<file path="src/rtl/itimer_pkg.sv">
package itimer_pkg;

    // What the timer does at one clock edge
    typedef enum logic [1:0] {
        ACT_IDLE = 2'd0,   // stopped: clear everything
        ACT_HOLD = 2'd1,   // running, no strobe
        ACT_STEP = 2'd2,   // running, strobe, no match
        ACT_WRAP = 2'd3    // running, strobe, match
    } act_e;

    typedef struct packed {
        logic run;
        logic tick;
        logic hit;
    } ctl_t;

    function automatic act_e decode_act(input ctl_t c);
        act_e a;
        if (!c.run)
            a = ACT_IDLE;
        else if (!c.tick)
            a = ACT_HOLD;
        else if (c.hit)
            a = ACT_WRAP;
        else
            a = ACT_STEP;
        return a;
    endfunction

endpackage

</file>
<file path="src/rtl/itimer_match.sv">
module itimer_match #(
    parameter int CNT_W = 8
) (
    input  logic [CNT_W-1:0] count,
    input  logic [CNT_W-1:0] cmp_val,
    output logic             hit
);
    always_comb hit = (count == cmp_val);
endmodule

</file>
<file path="src/rtl/itimer_cnt.sv">
module itimer_cnt
    import itimer_pkg::*;
#(
    parameter int CNT_W = 8
) (
    input  logic             clk,
    input  logic             rst,
    input  act_e             act,
    output logic [CNT_W-1:0] count
);
    localparam logic [CNT_W-1:0] ZERO = '0;
    localparam logic [CNT_W-1:0] ONE  = CNT_W'(1);

    always_ff @(posedge clk) begin
        if (rst) begin
            count <= ZERO;
        end else begin
            unique case (act)
                ACT_IDLE: count <= ZERO;
                ACT_WRAP: count <= ZERO;
                ACT_STEP: count <= count + ONE;
                default:  count <= count;
            endcase
        end
    end
endmodule

</file>
<file path="src/rtl/itimer_wave.sv">
module itimer_wave
    import itimer_pkg::*;
(
    input  logic clk,
    input  logic rst,
    input  act_e act,
    output logic sq_out,
    output logic irq
);
    always_ff @(posedge clk) begin
        if (rst || act == ACT_IDLE) begin
            sq_out <= 1'b0;
            irq    <= 1'b0;
        end else if (act == ACT_WRAP) begin
            sq_out <= ~sq_out;
            irq    <= 1'b1;
        end else begin
            irq    <= 1'b0;
        end
    end
endmodule

</file>
<file path="src/rtl/itvl_sqw_timer.sv">
module itvl_sqw_timer
    import itimer_pkg::*;
#(
    parameter int CNT_W = 8
) (
    input  logic             clk,
    input  logic             rst,
    input  logic             tick,
    input  logic             run,
    input  logic [CNT_W-1:0] cmp_val,
    output logic [CNT_W-1:0] count,
    output logic             sq_out,
    output logic             irq
);
    logic hit;
    ctl_t ctl;
    act_e act;

    itimer_match #(.CNT_W(CNT_W)) u_match (
        .count   (count),
        .cmp_val (cmp_val),
        .hit     (hit)
    );

    always_comb begin
        ctl.run  = run;
        ctl.tick = tick;
        ctl.hit  = hit;
        act      = decode_act(ctl);
    end

    itimer_cnt #(.CNT_W(CNT_W)) u_cnt (
        .clk   (clk),
        .rst   (rst),
        .act   (act),
        .count (count)
    );

    itimer_wave u_wave (
        .clk    (clk),
        .rst    (rst),
        .act    (act),
        .sq_out (sq_out),
        .irq    (irq)
    );
endmodule

</file>
<file path="config.mk">
export PLATFORM = sky130hd
export DESIGN_NAME = itvl_sqw_timer
export DESIGN_NICKNAME = d
export VERILOG_FILES = /design/src/rtl/itimer_pkg.sv /design/src/rtl/itimer_match.sv /design/src/rtl/itimer_cnt.sv /design/src/rtl/itimer_wave.sv /design/src/rtl/itvl_sqw_timer.sv
export SDC_FILE = /design/constraint.sdc
export NUM_CORES = 1
export LEC_CHECK = 0
export BUFFER_PORTS_ARGS = -buffer_cell sky130_fd_sc_hd__buf_2
export CORE_UTILIZATION = 42
export DETAILED_ROUTE_END_ITERATION = 16
export HOLD_SLACK_MARGIN = 0.02
export PLACE_DENSITY = 0.83
export SYNTH_ARGS = -nofsm -noshare
export SYNTH_HDL_FRONTEND = slang
export SYNTH_SLANG_ARGS = --single-unit
</file>
<file path="constraint.sdc">
create_clock -name clk -period 1.85 [get_ports clk]
set_input_delay 0.37 -clock clk [delete_from_list [all_inputs] [get_ports clk]]
set_output_delay 0.37 -clock clk [all_outputs]
set_load 0.05 [all_outputs]
</file>
==> impl_metrics.ini <==
[status]
status = finished, final reports clean

[layout]
antenna_cells = 0
seqCellArea_um2 = 210
fin_area_um2 = 811
drive_gt1_frac = 0.400
nNetsFinal = 120
stdcell_count = 120
nFillCells = 130
area_growth_pct = 34.7
multi_input_area_um2 = 390

[drt]
drtIter0Drc = 35
drc = 0
wirelength_mm = 1.68
routedWlPerCell_um = 14.0
first_pass_iters = 4
postRouteAntennaNets = 0
dr_total_vias = 686
vias_per_cell = 5.72

[yosys]
yosysTopAreaCellShare = 0.333
ys.flop_type = dfxtp_1
synth_cell_type_count = 22
syn_area_um2 = 602
synth_area_leaders = dfxtp_1 33%, xor2_1 12%, o211ai_1 11%
ys_seq_elements = 10
async_flop_share = 0
synth_most_common_cell = nand2_1
syn_inst = 76
synth_nets = 89
ys_warn_count = 0
synth.avg_cell_area_um2 = 7.92
yosysTopAreaCell = dfxtp_1
synth_common_cells = 13 x nand2_1, 10 x dfxtp_1, 9 x o211ai_1
seq_area_frac_synth = 0.333
synth_edf_count = 0

[sta]
hold_viol_final = 0
finalMaxSlewViolations = 0
fmax_mhz = 559
setup_ws_ns = 0.0616
finClkSkew_ns = 0.00517
finalCriticalPeriod_ns = 1.79
final-setup-viol-count = 0
maxSlewHeadroom = 0.719
timing.final.crit_share = 0.967
worst_pin_slew_ns = 0.419

[placed_design]
dp_slack_ns = -0.0468
placed_area_um2 = 781
gp_congestion = 0.833
io_buffers = 21
dpl.hpwl_mm = 1.27
placed_cells_incl_taps = 117

[critical_path]
path_cells = xor2_1 -> or4_4 -> or4_1 -> a21oi_2
cp_num_buf_inv = 0
worstPathArrival_ns = 1.98
reg2reg_from = u_cnt.count[2]
cp-end-kind = flop
crit_required_ns = 2.04
worst-path-stages = 4
cpLargestDelayFamily = simple AND/OR/NAND/NOR gates
r2r_end = u_wave.sq_out
r2r_slack_ns = 0.06
reg2regPathDepth = 4
worst-path-max-fanout = 4
slowest_stage = or4_4
criticalPathCategory = reg -> reg
start_kind = flop
max_stage_delay_ns = 0.56

[floorplanning]
initial_core_util = 0.457
core_um2 = 1320
rows = 13
fp.dieW_um = 39.9
io_pins = 22
die_area_um2 = 1590
die_h_um = 39.9

[power]
ir_drop_mv = 0.411
total_power_mw = 0.427
leakage_nw = 0.350
powerDensity_nw_per_um2 = 526

[clock_tree]
postCtsSetupBuffers = 0
cts_max_path_buffers = 2
clk_pin_slew_worst_paths_ns = 0.06
h-tree-depth = 1
cts_made_buffers = 3
worstSkewPairLatency_ns = 0.27
root_buffer = clkbuf_4
cts_tree = built
cts.sinks = 10

[hold_path]
hold_start = tick
whs_path_depth = 3
whs_endpoint = u_cnt.count[1]
hold_path.class = in -> reg

[grt]
grt.busiest_layer = met2
grt_util_met2 = 0.434
antenna_found_initial = 0
grt.overflow.total = 0
grtUsageTotal = 0.257
grt_pass1_vias = 639
grt_pass1_wl_mm = 2.62
grt_util_met1 = 0.271
grt_max_degree = 9
met3_usage = 0.119

[job]
drv_cap = 0
where the power goes:
part / internal, mW / switching, mW / leakage (nW)
registers: 0.217 / 0.00253 / 0.0847
logic: 0.0243 / 0.0355 / 0.251
clock network: 0.0751 / 0.0725 / 0.0138
through the flow:
step | utilization | setup TNS [ns] | hold WS, ns
final | 0.615 | 0 | 0.406
after global routing | 0.615 | -0.000433 | 0.407
after CTS | 0.610 | 0 | 0.402
after detailed placement | 0.593 | -0.0609 | 0.486
after global placement | 0.593 | 0 | 0.468
after floorplan | - | -0.00118 | 0.545
registers in the layout, indices dropped and copies added, names as in the netlist:
name,count
u_cnt.count,8
u_wave.irq,1
u_wave.sq_out,1
worst max path at each step:
| stage | startpoint | endpoint | slack (ns) |
|---|---|---|---|
| final | u_cnt.count[2] | u_wave.sq_out | 0.06 |
| after CTS | u_cnt.count[0] | u_wave.sq_out | 0.04 |
| after detailed placement | cmp_val[2] | u_wave.sq_out | -0.05 |
| after global routing | u_cnt.count[2] | u_wave.sq_out | -0.0004 |
| after global placement | cmp_val[2] | u_wave.sq_out | 0.002 |
| after floorplan | u_cnt.count[2] | u_wave.sq_out | -0.001 |
metal layers:
| metal | vias up | wire [um] | part of all wire |
|---|---|---|---|
| li1 | 347 | - | - |
| met4 | 0 | 12 | 0.0071 |
| met5 | - | 0 | 0 |
| met3 | 2 | 82 | 0.049 |
| met2 | 19 | 834 | 0.50 |
| met1 | 318 | 752 | 0.45 |
layout by cell type (no fill, tap or decap), types with 3 or more instances in the layout:
cell type  count
nor2_1         4
nor4_1         3
dfxtp_2        8
inv_1          3
buf_2         21
nor3_1         3
xor2_1         8
clkbuf_4       3
buf_4          7
nand2_1       13
o211ai_1       9
worst reg2reg max path, cell delays in order (launching register included):
cell	delay, ns
dfxtp_2	0.33
xor2_1	0.17
or4_4	0.56
or4_1	0.50
a21oi_2	0.16
logic make-up after synthesis:
group,share of synthesized area
AOI/OAI and AO/OA,0.256
xor gates and xnor gates,0.116
adders and majority gates,0.0208
buffers and inverters,0.0312
DFF,0.333
and+or+nand+nor,0.243
what timing repair did:
item / in CTS / in global routing
hold buffers: 0 / 0
resized for setup: 0 / 2
hold endpoints to repair: 0 / 0
endpoints found under the setup margin: 0 / 2
cell type report:
class,count,share of cell area
clock buffer,3,0.0278
inverter,3,0.0139
multi-input combinational,61,0.481
sequential,10,0.259
tap,15,0.0231
timing repair buffer,28,0.194
Note: power is estimated with default switching activity, not from simulation.
